==> src/rtl/cmd_irq_pkg.sv <==
package cmd_irq_pkg;
  localparam int REG_W      = 32;
  localparam int STAT_W     = 16;
  localparam int IDX_W      = 6;
  localparam int RESP_WORDS = 4;
  localparam int RESP_W     = REG_W * RESP_WORDS;

  // command word bit positions (decoded by the engine and by software)
  localparam int CB_RESP  = 6;
  localparam int CB_LONG  = 7;
  localparam int CB_CRC   = 8;
  localparam int CB_DATA  = 9;
  localparam int CB_WRITE = 10;
  localparam int CB_WAIT  = 13;
  localparam int CB_STOP  = 14;
  localparam int CB_INIT  = 15;
  localparam int CB_HOLD  = 29;
  localparam int CB_START = 31;

  // raw status bits generated inside the block
  localparam int SB_DONE = 2;
  localparam int SB_RTO  = 8;
  localparam int SB_HLE  = 12;
  localparam logic [STAT_W-1:0] EVT_MASK = 16'hABFA;

  // control register
  localparam int CT_RST   = 0;
  localparam int CT_INTEN = 4;
  localparam logic [REG_W-1:0] CTRL_PULSE = 32'h0000_0007;
  localparam logic [REG_W-1:0] CTRL_KEEP  = 32'h0200_0030;

  localparam int ST_BUSY = 9;

  // byte addresses
  localparam int A_CTRL  = 'h00;
  localparam int A_ARG   = 'h04;
  localparam int A_CMD   = 'h08;
  localparam int A_MASK  = 'h0C;
  localparam int A_RAW   = 'h10;
  localparam int A_STAT  = 'h14;
  localparam int A_RESP0 = 'h18;

  typedef struct packed {
    logic [IDX_W-1:0] idx;
    logic respExp;
    logic respLong;
    logic crcCheck;
    logic dataExp;
    logic writeDir;
    logic waitPrev;
    logic stopAbort;
    logic sendInit;
    logic useHold;
  } cmdFields_t;

  typedef struct packed {
    logic accept;
    logic hle;
    logic launch;
    logic done;
    logic capture;
  } strobe_t;

  function automatic cmdFields_t cmdFromWord(input logic [REG_W-1:0] w);
    cmdFields_t f;
    f.idx       = w[IDX_W-1:0];
    f.respExp   = w[CB_RESP];
    f.respLong  = w[CB_LONG];
    f.crcCheck  = w[CB_CRC];
    f.dataExp   = w[CB_DATA];
    f.writeDir  = w[CB_WRITE];
    f.waitPrev  = w[CB_WAIT];
    f.stopAbort = w[CB_STOP];
    f.sendInit  = w[CB_INIT];
    f.useHold   = w[CB_HOLD];
    return f;
  endfunction

  function automatic logic [REG_W-1:0] cmdToWord(input cmdFields_t f, input logic start);
    logic [REG_W-1:0] w;
    w = '0;
    w[IDX_W-1:0] = f.idx;
    w[CB_RESP]   = f.respExp;
    w[CB_LONG]   = f.respLong;
    w[CB_CRC]    = f.crcCheck;
    w[CB_DATA]   = f.dataExp;
    w[CB_WRITE]  = f.writeDir;
    w[CB_WAIT]   = f.waitPrev;
    w[CB_STOP]   = f.stopAbort;
    w[CB_INIT]   = f.sendInit;
    w[CB_HOLD]   = f.useHold;
    w[CB_START]  = start;
    return w;
  endfunction
endpackage

==> src/rtl/cmd_irq_ctrl.sv <==
module cmd_irq_ctrl
  import cmd_irq_pkg::*;
#(
  parameter int ADDR_W = 8
) (
  input  logic              clk,
  input  logic              rstN,
  input  logic              wrEn,
  input  logic [ADDR_W-1:0] wrAddr,
  input  logic              wrStart,
  input  logic              wrCtrlRst,
  input  logic              dataBusy,
  input  logic              pendWaitPrev,
  input  logic              actRespExp,
  input  logic              respTimeout,
  input  logic              engCmdSent,
  input  logic              engRespValid,
  output strobe_t           stb,
  output logic              startBit,
  output logic              engStart
);
  logic outstanding;
  logic cmdWrite;
  logic ctrlWrite;
  logic abortNow;

  assign cmdWrite  = wrEn && (wrAddr == ADDR_W'(A_CMD));
  assign ctrlWrite = wrEn && (wrAddr == ADDR_W'(A_CTRL));
  assign abortNow  = ctrlWrite && wrCtrlRst;

  always_comb begin
    stb         = '0;
    stb.accept  = cmdWrite && !startBit;
    stb.hle     = cmdWrite && startBit;
    stb.launch  = startBit && !outstanding && !(pendWaitPrev && dataBusy) && !abortNow;
    stb.done    = outstanding &&
                  (actRespExp ? (engRespValid || respTimeout) : engCmdSent);
    stb.capture = outstanding && actRespExp && engRespValid;
  end

  always_ff @(posedge clk or negedge rstN) begin
    if (!rstN) begin
      startBit    <= 1'b0;
      outstanding <= 1'b0;
      engStart    <= 1'b0;
    end else begin
      engStart <= stb.launch;
      if (abortNow || stb.launch) startBit <= 1'b0;
      else if (stb.accept)        startBit <= wrStart;
      if (abortNow)               outstanding <= 1'b0;
      else if (stb.launch)        outstanding <= 1'b1;
      else if (stb.done)          outstanding <= 1'b0;
    end
  end

  // the start flag is already clear when the engine sees the pulse
  assert_start_handoff_R3: assert property (@(posedge clk) disable iff (!rstN)
    engStart |-> !startBit);
  // a launch is never followed by another launch in the next cycle
  assert_single_flight_R12: assert property (@(posedge clk) disable iff (!rstN)
    engStart |=> !engStart);
  // a rejected write leaves the start flag set
  assert_locked_keeps_start_R9: assert property (@(posedge clk) disable iff (!rstN)
    (stb.hle && !abortNow && !stb.launch) |=> startBit);
endmodule

==> src/rtl/cmd_irq_datapath.sv <==
module cmd_irq_datapath
  import cmd_irq_pkg::*;
#(
  parameter int ADDR_W = 8
) (
  input  logic              clk,
  input  logic              rstN,
  input  strobe_t           stb,
  input  logic              wrEn,
  input  logic [ADDR_W-1:0] wrAddr,
  input  logic [REG_W-1:0]  wrData,
  input  logic [ADDR_W-1:0] rdAddr,
  output logic [REG_W-1:0]  rdData,
  input  logic              startBit,
  input  logic              dataBusy,
  input  logic [STAT_W-1:0] engEvents,
  input  logic [RESP_W-1:0] engResp,
  output cmdFields_t        pendCmd,
  output cmdFields_t        actCmd,
  output logic [REG_W-1:0]  actArg,
  output logic              irq
);
  logic [REG_W-1:0]  ctrlQ;
  logic [REG_W-1:0]  argQ;
  logic [STAT_W-1:0] maskQ;
  logic [STAT_W-1:0] rawQ;
  logic [STAT_W-1:0] rawSet;
  logic [STAT_W-1:0] rawClr;
  logic [REG_W-1:0]  respQ [RESP_WORDS];
  logic ctrlWr, argWr, maskWr, rawWr;

  assign ctrlWr = wrEn && (wrAddr == ADDR_W'(A_CTRL));
  assign argWr  = wrEn && (wrAddr == ADDR_W'(A_ARG));
  assign maskWr = wrEn && (wrAddr == ADDR_W'(A_MASK));
  assign rawWr  = wrEn && (wrAddr == ADDR_W'(A_RAW));

  always_ff @(posedge clk or negedge rstN) begin
    if (!rstN) begin
      ctrlQ   <= '0;
      argQ    <= '0;
      maskQ   <= '0;
      pendCmd <= '0;
      actCmd  <= '0;
      actArg  <= '0;
    end else begin
      if (ctrlWr) ctrlQ <= wrData & (CTRL_KEEP | CTRL_PULSE);
      else        ctrlQ <= ctrlQ & CTRL_KEEP;
      if (argWr)      argQ    <= wrData;
      if (maskWr)     maskQ   <= wrData[STAT_W-1:0];
      if (stb.accept) pendCmd <= cmdFromWord(wrData);
      if (stb.launch) begin
        actCmd <= pendCmd;
        actArg <= argQ;
      end
    end
  end

  // raw status: set wins over a same-cycle clear
  always_comb begin
    rawSet = (engEvents & EVT_MASK);
    rawSet[SB_DONE] = stb.done;
    rawSet[SB_HLE]  = stb.hle;
    rawClr = rawWr ? wrData[STAT_W-1:0] : '0;
  end

  always_ff @(posedge clk or negedge rstN) begin
    if (!rstN) rawQ <= '0;
    else       rawQ <= (rawQ & ~rawClr) | rawSet;
  end

  for (genvar k = 0; k < RESP_WORDS; k++) begin : g_resp
    logic load;
    if (k == 0) begin : g_first
      assign load = stb.capture;
    end else begin : g_rest
      assign load = stb.capture && actCmd.respLong;
    end
    always_ff @(posedge clk or negedge rstN) begin
      if (!rstN)     respQ[k] <= '0;
      else if (load) respQ[k] <= engResp[k*REG_W +: REG_W];
    end
  end

  assign irq = ctrlQ[CT_INTEN] && |(rawQ & maskQ);

  always_comb begin
    rdData = '0;
    if (rdAddr == ADDR_W'(A_CTRL)) rdData = ctrlQ;
    if (rdAddr == ADDR_W'(A_ARG))  rdData = argQ;
    if (rdAddr == ADDR_W'(A_CMD))  rdData = cmdToWord(pendCmd, startBit);
    if (rdAddr == ADDR_W'(A_MASK)) rdData = REG_W'(maskQ);
    if (rdAddr == ADDR_W'(A_RAW))  rdData = REG_W'(rawQ);
    if (rdAddr == ADDR_W'(A_STAT)) rdData[ST_BUSY] = dataBusy;
    for (int k = 0; k < RESP_WORDS; k++)
      if (rdAddr == ADDR_W'(A_RESP0 + 4*k)) rdData = respQ[k];
  end

  // a rejected command write raises the hardware-locked bit
  assert_hle_raised_R9: assert property (@(posedge clk) disable iff (!rstN)
    stb.hle |=> rawQ[SB_HLE]);
  // a write of one clears a status bit when no event sets it
  assert_w1c_clears_R7: assert property (@(posedge clk) disable iff (!rstN)
    (rawWr && wrData[3] && !engEvents[3]) |=> !rawQ[3]);
  // a short response leaves the second response word untouched
  assert_short_keeps_R8: assert property (@(posedge clk) disable iff (!rstN)
    (stb.capture && !actCmd.respLong) |=> $stable(respQ[1]));
  // reset request bits fall back to zero without a new write
  assert_rst_selfclear_R11: assert property (@(posedge clk) disable iff (!rstN)
    (ctrlQ[CT_RST] && !ctrlWr) |=> !ctrlQ[CT_RST]);
  // command done only appears alongside a completion strobe
  assert_done_source_R5: assert property (@(posedge clk) disable iff (!rstN)
    ($rose(rawQ[SB_DONE])) |-> $past(stb.done));
endmodule

==> src/rtl/cmd_irq_unit.sv <==
module cmd_irq_unit
  import cmd_irq_pkg::*;
#(
  parameter int ADDR_W = 8
) (
  input  logic              clk,
  input  logic              rstN,
  input  logic              wrEn,
  input  logic [ADDR_W-1:0] wrAddr,
  input  logic [31:0]       wrData,
  input  logic [ADDR_W-1:0] rdAddr,
  output logic [31:0]       rdData,
  input  logic              dataBusy,
  input  logic [15:0]       engEvents,
  input  logic              engCmdSent,
  input  logic              engRespValid,
  input  logic [127:0]      engResp,
  output logic              engStart,
  output logic [5:0]        engIndex,
  output logic [31:0]       engArg,
  output logic              engRespExp,
  output logic              engRespLong,
  output logic              engCrcCheck,
  output logic              engDataExp,
  output logic              engWrite,
  output logic              engWaitPrev,
  output logic              engStopAbort,
  output logic              engSendInit,
  output logic              engUseHold,
  output logic              irq
);
  strobe_t    stb;
  logic       startBit;
  cmdFields_t pendCmd;
  cmdFields_t actCmd;

  cmd_irq_ctrl #(.ADDR_W(ADDR_W)) u_ctrl (
    .clk(clk), .rstN(rstN), .wrEn(wrEn), .wrAddr(wrAddr),
    .wrStart(wrData[CB_START]), .wrCtrlRst(wrData[CT_RST]),
    .dataBusy(dataBusy), .pendWaitPrev(pendCmd.waitPrev),
    .actRespExp(actCmd.respExp), .respTimeout(engEvents[SB_RTO]),
    .engCmdSent(engCmdSent), .engRespValid(engRespValid),
    .stb(stb), .startBit(startBit), .engStart(engStart)
  );

  cmd_irq_datapath #(.ADDR_W(ADDR_W)) u_dp (
    .clk(clk), .rstN(rstN), .stb(stb), .wrEn(wrEn), .wrAddr(wrAddr),
    .wrData(wrData), .rdAddr(rdAddr), .rdData(rdData),
    .startBit(startBit), .dataBusy(dataBusy), .engEvents(engEvents),
    .engResp(engResp), .pendCmd(pendCmd), .actCmd(actCmd),
    .actArg(engArg), .irq(irq)
  );

  assign engIndex     = actCmd.idx;
  assign engRespExp   = actCmd.respExp;
  assign engRespLong  = actCmd.respLong;
  assign engCrcCheck  = actCmd.crcCheck;
  assign engDataExp   = actCmd.dataExp;
  assign engWrite     = actCmd.writeDir;
  assign engWaitPrev  = actCmd.waitPrev;
  assign engStopAbort = actCmd.stopAbort;
  assign engSendInit  = actCmd.sendInit;
  assign engUseHold   = actCmd.useHold;

  // a command that waits for the data path never launches over a busy one
  assert_wait_idle_R4: assert property (@(posedge clk) disable iff (!rstN)
    (engStart && engWaitPrev) |-> $past(!dataBusy));
endmodule

==> config.mk <==
export PLATFORM = sky130hd
export DESIGN_NAME = cmd_irq_unit
export DESIGN_NICKNAME = d
export VERILOG_FILES = /design/src/rtl/cmd_irq_pkg.sv /design/src/rtl/cmd_irq_ctrl.sv /design/src/rtl/cmd_irq_datapath.sv /design/src/rtl/cmd_irq_unit.sv
export SDC_FILE = /design/constraint.sdc
export NUM_CORES = 1
export LEC_CHECK = 0
export ABC_AREA = 1
export BUFFER_PORTS_ARGS = -buffer_cell sky130_fd_sc_hd__buf_2
export CORE_MARGIN = 4
export CORE_UTILIZATION = 30
export DETAILED_ROUTE_END_ITERATION = 7
export GPL_ROUTABILITY_DRIVEN = 0
export PLACE_DENSITY_LB_ADDON = 0.08
export SYNTH_ARGS = -nofsm -noshare
export SYNTH_HDL_FRONTEND = slang
export SYNTH_HIERARCHICAL = 1
export SYNTH_SLANG_ARGS = --single-unit
==> constraint.sdc <==
create_clock -name clk -period 2.3 [get_ports clk]
set_input_delay 0.69 -clock clk [delete_from_list [all_inputs] [get_ports clk]]
set_output_delay 0.69 -clock clk [all_outputs]
set_load 0.01 [all_outputs]
==> results of run 1 <==
-- logic make-up after synthesis --
family          count (synthesis)  synth area share (%)
simple gates                  431                 15.84
flops                         263                 55.66
compound gates                163                 7.068
mux                           161                 15.81
buf+inv                       151                 5.629
-- where the power goes --
| part | switching (mW) | internal [mW] |
|---|---|---|
| registers | 0.112 | 4.79 |
| clock network | 2.00 | 3.27 |
| logic | 0.459 | 0.366 |
| total | 2.57 | 8.42 |
-- cell usage in the layout (no fill, tap or decap), types with 4 or more instances in the layout --
master     count
a21oi_1       28
a21oi_2       13
buf_12        21
buf_2        255
buf_4         56
buf_6         31
buf_8          5
clkbuf_1       9
clkbuf_16     38
clkbuf_8       4
clkinv_2       4
dfrtp_1      263
inv_1         87
inv_2          7
inv_4          5
mux2_2       146
mux2_4        15
nand2_1      228
nand2_2       46
nand2_4       13
nand3_1       30
nand3_2       26
nand4_1        7
nor2_1        44
nor2_2         7
nor2_4        11
nor3_2         4
o21ai_0       65
o21ai_1       25
o21ai_2       17
o21ai_4        9
or2_2          5
-- through the flow --
stage	setup slack (ps)	setup TNS [ps]
final	-501.2	-14470
after global routing	-593.4	-17470
after CTS	-541.3	-15270
after detailed placement	-663.6	-18710
after global placement	-669.1	-18250
after floorplan	-27.54	-174.4
-- registers in the layout (all words and copies together) (netlist names) --
name                flops
u_ctrl/engStart         1
u_dp/actArg            32
u_dp/actCmd            15
u_dp/maskQ             16
u_ctrl/outstanding      1
u_dp/respQ            128
u_dp/argQ              32
u_dp/pendCmd           15
u_dp/ctrlQ              6
u_dp/rawQ              16
u_ctrl/startBit         1
-- what timing repair did --
action / CTS / global route
setup buffers: 15 / 9
cloned: 5 / 1
pin swaps: 43 / 36
gates resized for setup: 154 / 69
hold buffers: 0 / 0
setup endpoints to repair: 33 / 33
-- routing by layer --
metal | part of all wire (%) | global-route usage [%] | up-vias
met5 | 0.038 | 0 | -
met4 | 1.6 | 4.159 | 2
met3 | 5.8 | 3.765 | 45
met2 | 49 | 31.00 | 235
met1 | 44 | 24.93 | 4622
li1 | - | - | 4581
-- worst min-delay path by stage --
stage,startpoint,to,slack (ps),cells past startpoint
floorplan,rstN,u_ctrl/engStart,390,0
global placement,u_dp/respQ[66],u_dp/respQ[66],480,1
detailed placement,u_dp/respQ[73],u_dp/respQ[73],490,1
CTS,rstN,u_dp/actArg[29],100,1
global route,rstN,u_dp/actArg[2],120,1
finish,rstN,u_dp/actArg[29],100,1
-- cell type report --
type / count / area (um^2) / share of cell area, %
diodes: 3 / 7.507 / 0.04525
clock buffers: 50 / 1015 / 6.117
clock inverters: 7 / 88.84 / 0.5355
inverters: 99 / 384.1 / 2.315
multi-input cells: 757 / 5244 / 31.61
flip-flops and latches: 263 / 6581 / 39.67
well taps: 518 / 648.1 / 3.907
repair buffers: 371 / 2621 / 15.80
==> key figures, run 1 <==
Timing
  – Crit path time final: 2801 ps
  – Endpoints failing hold: 0
  – Final setup violation count: 33
  – WHS: 98.05 ps
  – Unrepaired setup endpoints after global routing: true
  – Clk_skew: 14.24 ps
  – Slew Limit Fails: 0
  – Final WS setup: -501.2 ps
  – Max Freq: 0.3570 GHz
  – Worst-Margin Slew: 450.4 ps
  – Headroom to the max-slew limit: 69.98%
  – Period utilization: 121.8%

GRT
  – Total gr overflow: 0
  – Number of global-route vias before repair: 9920
  – Tot GR Track Use: 18.51%
  – Largest net degree at the start of global routing: 55
  – Initial antenna violation count: 5
  – First-pass GRT wire length: 59.92 mm

Critical path
  – Reg2Reg Depth: 5
  – Critical path depth: 10
  – Worst r2r src: u_dp/pendCmd[3]
  – Worst-path cell chain: buf_8 > nor2_4 > nand3_4 > nor2_4 > buf_12 > nand2_8 > buf_6 > o211ai_1 > a21oi_2 > buf_2
  – Critical Path RT: 1610 ps
  – Slowest cell on crit path: o211ai_1
  – Delay-heaviest family, CP: simple AND/OR/NAND/NOR gates
  – WP buf/inv: 4
  – Arr. time, crit path: 2110 ps
  – Flop2flop setup slack: 680 ps
  – CP Launch Type: input pin
  – Most used cell along the critical path: nor2_4
  – Worst Path Max Fanout: 7
  – CP endpoint: rdData[17]
  – CP endpoint kind: output port
  – Crit path launch: rdAddr[7]
  – Kind of critical path: input pin to output port
  – Max stage delay on crit path: 240 ps
  – Reg2reg end: u_dp/actArg[7]

Synth
  – Post-synth EDFFs: 0
  – Post-synthesis register bit count: 263
  – Mapped Area: 11830 um^2
  – Area share of the largest cell type after synthesis: 55.66%
  – Top cells by instance count after synthesis: 282 x nand2_1, 263 x dfrtp_1, 146 x mux2_2
  – Post-synth cell types: 35
  – Avg Cell Area, Syn: 10.12 um^2
  – Asr flop ratio synth: 100.0%
  – Sequential element share of the synthesized area: 55.66%
  – Synth area leaders: dfrtp_1 56%, mux2_2 14%, nand2_1 9.0%
  – Ys Warns: 6
  – Main synth FF type: dfrtp_1
  – Synthesized instance count: 1169
  – Most frequent cell after synthesis: nand2_1
  – Mapped Nets: 1367
  – Most area-hungry cell type in the Yosys netlist: dfrtp_1

Final layout
  – Layout area overhead: 40.29%
  – Final net count: 1724
  – Fin util: 42.73%
  – Final instance area: 16590 um^2
  – Number of fill cells in the layout: 3859
  – Layout cells sized above 1: 48.74%
  – Final cell count without fillers: 2068

Run status
  – Outcome: complete, but fails checks
  – Failing checks: negative setup slack

Detailed routing
  – Detailed Route Iter0 Violations: 493
  – Vias/cell: 4.587
  – Final WL: 39.96 mm
  – Vias: 9485
  – Final antenna-violating net count: 0
  – Drt first pass iters: 5
  – WL per Instance: 19.32 um
  – DRC violations left: 0

CTS
  – Cts bufs inserted: 34
  – Worst-path clk slew: 60 ps
  – CTS max path bufs: 3
  – CTS tree: yes
  – Clock latency on the worst-skew pair: 510 ps
  – H-tree depth: 2
  – Clock root buffer: clkbuf_16
  – Clock sinks: 263

Floorplan
  – Die Footprint: 42660 um^2
  – Core area: 38830 um^2
  – Io pins: 279
  – Initial Utilization: 30.46%
  – Die Ht: 206.5 um
  – Std cell rows: 72
  – Chip width: 206.5 um

Job
  – Max-Cap Viols: 0

Power
  – Power per cell area: 662.3 nW/um^2
  – Tot Pwr: 10.99 mW
  – VDD IR max: 0.4750 mV
  – Leakage power: 8.811 nW

Placement
  – Port Buffers: 273
  – Dpl hpwl: 29.13 mm
  – Area after DPL: 14310 um^2
  – DP Cell Count: 1980

Worst hold path
  – Hold Path Class: input pin to async pin
(Power assumes the default switching activity.)
==> inputs of run 2 (changes only) <==
CORE_ASPECT_RATIO = 0.7   (was not set)
SETUP_SLACK_MARGIN = 0.3   (was not set)
==> run 2 against run 1 <==
The run still ends with negative setup slack left. Global-route usage shrank 0.16 points. Critical path depth increased by 4. Cell count fell by 0.19%. Highest routed layer is now met4. Power decreased by 8.1%. Wire length down 0.15%.
==> key figures, run 2 (same netlist as run 1, synthesis figures left out) <==
Placement
  – Dpl hpwl: 29.01 mm
  – DP Cell Count: 1977
  – Port Buffers: 273

CTS
  – H-tree depth: 1
  – Cts bufs inserted: 29
  – CTS tree: yes
  – Clock root buffer: clkbuf_16
  – Clock latency on the worst-skew pair: 560 ps
  – Clock sinks: 263
  – Worst-path clk slew: 60 ps
  – CTS max path bufs: 3

Critical path
  – Most used cell along the critical path: buf_6
  – Crit path launch: rdAddr[7]
  – Flop2flop setup slack: 610 ps
  – Critical path depth: 14
  – Delay-heaviest family, CP: buffers and inverters
  – Reg2reg end: u_dp/respQ[91]
  – WP buf/inv: 7
  – Max stage delay on crit path: 210 ps
  – CP endpoint: rdData[30]
  – Slowest cell on crit path: nor2_4
  – Worst-path cell chain: buf_8 > nor2_4 > buf_6 > nand2_8 > nor2_4 > buf_6 > buf_8 > buf_12 > buf_16 > nand2_4 > o21ai_4 > a21oi_2 > nand3_2 > buf_6
  – Kind of critical path: input pin to output port
  – Arr. time, crit path: 2190 ps
  – CP Launch Type: input pin
  – Worst r2r src: u_dp/actCmd[8]
  – CP endpoint kind: output port
  – Critical Path RT: 1610 ps
  – Worst Path Max Fanout: 6
  – Reg2Reg Depth: 4

GRT
  – Number of global-route vias before repair: 9844
  – Largest net degree at the start of global routing: 58
  – Tot GR Track Use: 18.35%
  – Total gr overflow: 0
  – Initial antenna violation count: 0
  – First-pass GRT wire length: 60.41 mm

Timing
  – Period utilization: 125.4%
  – Crit path time final: 2883 ps
  – Clk_skew: 15.42 ps
  – Final WS setup: -583.4 ps
  – Unrepaired setup endpoints after global routing: true
  – Worst-Margin Slew: 430.2 ps
  – Endpoints failing hold: 0
  – Headroom to the max-slew limit: 71.32%
  – Final setup violation count: 33
  – Max Freq: 0.3468 GHz
  – Fin Setup TNS: -17040 ps
  – Slew Limit Fails: 0

Detailed routing
  – Detailed Route Iter0 Violations: 486
  – Drt first pass iters: 5
  – Final antenna-violating net count: 0
  – Vias: 9443
  – WL per Instance: 19.33 um
  – Final WL: 39.90 mm
  – Vias/cell: 4.575
  – DRC violations left: 0

Worst hold path
  – Hold Path Class: input pin to async pin

Final layout
  – Leading cell types in the layout, fill and taps excluded: 263 x dfrtp_1, 245 x buf_2, 225 x nand2_1, 146 x mux2_2, 90 x inv_1
  – Fin util: 43.16%
  – Layout cells sized above 1: 49.35%
  – Max reg flops: 128
  – Final cell count without fillers: 2064
  – Number of fill cells in the layout: 3797
  – Seq. cell area: 6581 um^2
  – Multi-input gate area: 5430 um^2
  – Most common cell after layout, fill and taps aside: dfrtp_1
  – Final net count: 1716
  – Largest Register: u_dp/respQ
  – Layout area overhead: 41.11%
  – Largest regs: u_dp/respQ x128, u_dp/actArg x32, u_dp/argQ x32

Floorplan
  – Io pins: 279
  – Std cell rows: 60
  – Chip width: 245.3 um
  – Initial Utilization: 30.59%
  – Die Footprint: 42710 um^2
  – Die Ht: 174.1 um
  – Core area: 38660 um^2

Power
  – Power per cell area: 605.2 nW/um^2
  – Tot Pwr: 10.10 mW
  – VDD IR max: 0.4827 mV
  – Leakage power: 8.940 nW

Job
  – Max-Cap Viols: 0

Run status
  – Failing checks: negative setup slack
  – Outcome: complete, but fails checks
-- run 2: changes by cell type in the layout (fill, tap and decap cells not counted), sizes merged --
cell,change
buf,-2
bufinv,-2
clkbuf,-5
clkinv,-2
clkinvlp,+1
diode,-2
nand2,-1
-- run 2: area by class of cell --
cell class | count | share of cell area, %
tap | 527 | 3.952
clock buffer | 45 | 5.069
multi-input combinational | 756 | 32.54
antenna | 1 | 0.01500
clock inverter | 4 | 0.1350
sequential | 263 | 39.44
inverter | 99 | 2.287
timing repair buffer | 369 | 16.56
-- run 2: worst min path at each step --
stage,from,cells after the start,to,slack [ps]
6_report,rstN,1,u_dp/actArg[24],7
4_1_cts,rstN,1,u_dp/actArg[27],7
2_1_floorplan,rstN,0,u_ctrl/engStart,390
3_3_place_gp,u_dp/ctrlQ[5],2,u_dp/ctrlQ[5],470
5_1_grt,rstN,1,u_dp/actArg[27],3
3_5_place_dp,u_dp/ctrlQ[5],2,u_dp/ctrlQ[5],490
-- run 2: timing repair --
action / CTS / global route
gates cloned: 5 / 1
hold buffers: 0 / 0
setup endpoints to repair: 33 / 33
gates resized for setup: 203 / 50
buffers inserted: 24 / 7
pin swaps: 50 / 39
-- run 2: stage by stage --
step | instance area, um^2 | setup WS (ps) | hold WS [ps]
finish | 16690 | -583.4 | 7.390
global placement | 14420 | -592.7 | 471.6
global route | 16680 | -628.3 | 3.100
floorplan | 11960 | -11.05 | 394.4
CTS | 16390 | -577.3 | 6.978
detailed placement | 14420 | -604.7 | 486.4
-- run 2: where the power goes --
group	total [mW]	internal [mW]	switching (mW)
Sequential	4.91	4.78	0.121
Clock	4.37	2.50	1.87
Combinational	0.824	0.365	0.459
-- run 2: worst register-to-register path, delay by kind of cell, from the launching register on --
kind | cells | cell delay, ps
buffers and inverters | 1 | 270
multiplexers | 1 | 400
AND/OR/NAND/NOR | 2 | 520
flip-flops | 1 | 400
-- run 2: per-layer routing --
metal | part of all wire (%) | wire length [um] | vias to the layer above | global-route usage [%]
li1 | - | - | 4558 | -
met1 | 47 | 18560 | 4638 | 26.13
met2 | 47 | 18920 | 202 | 30.22
met3 | 4.5 | 1807 | 45 | 2.837
met4 | 1.5 | 614 | 0 | 2.875
met5 | 0 | 0 | - | 0
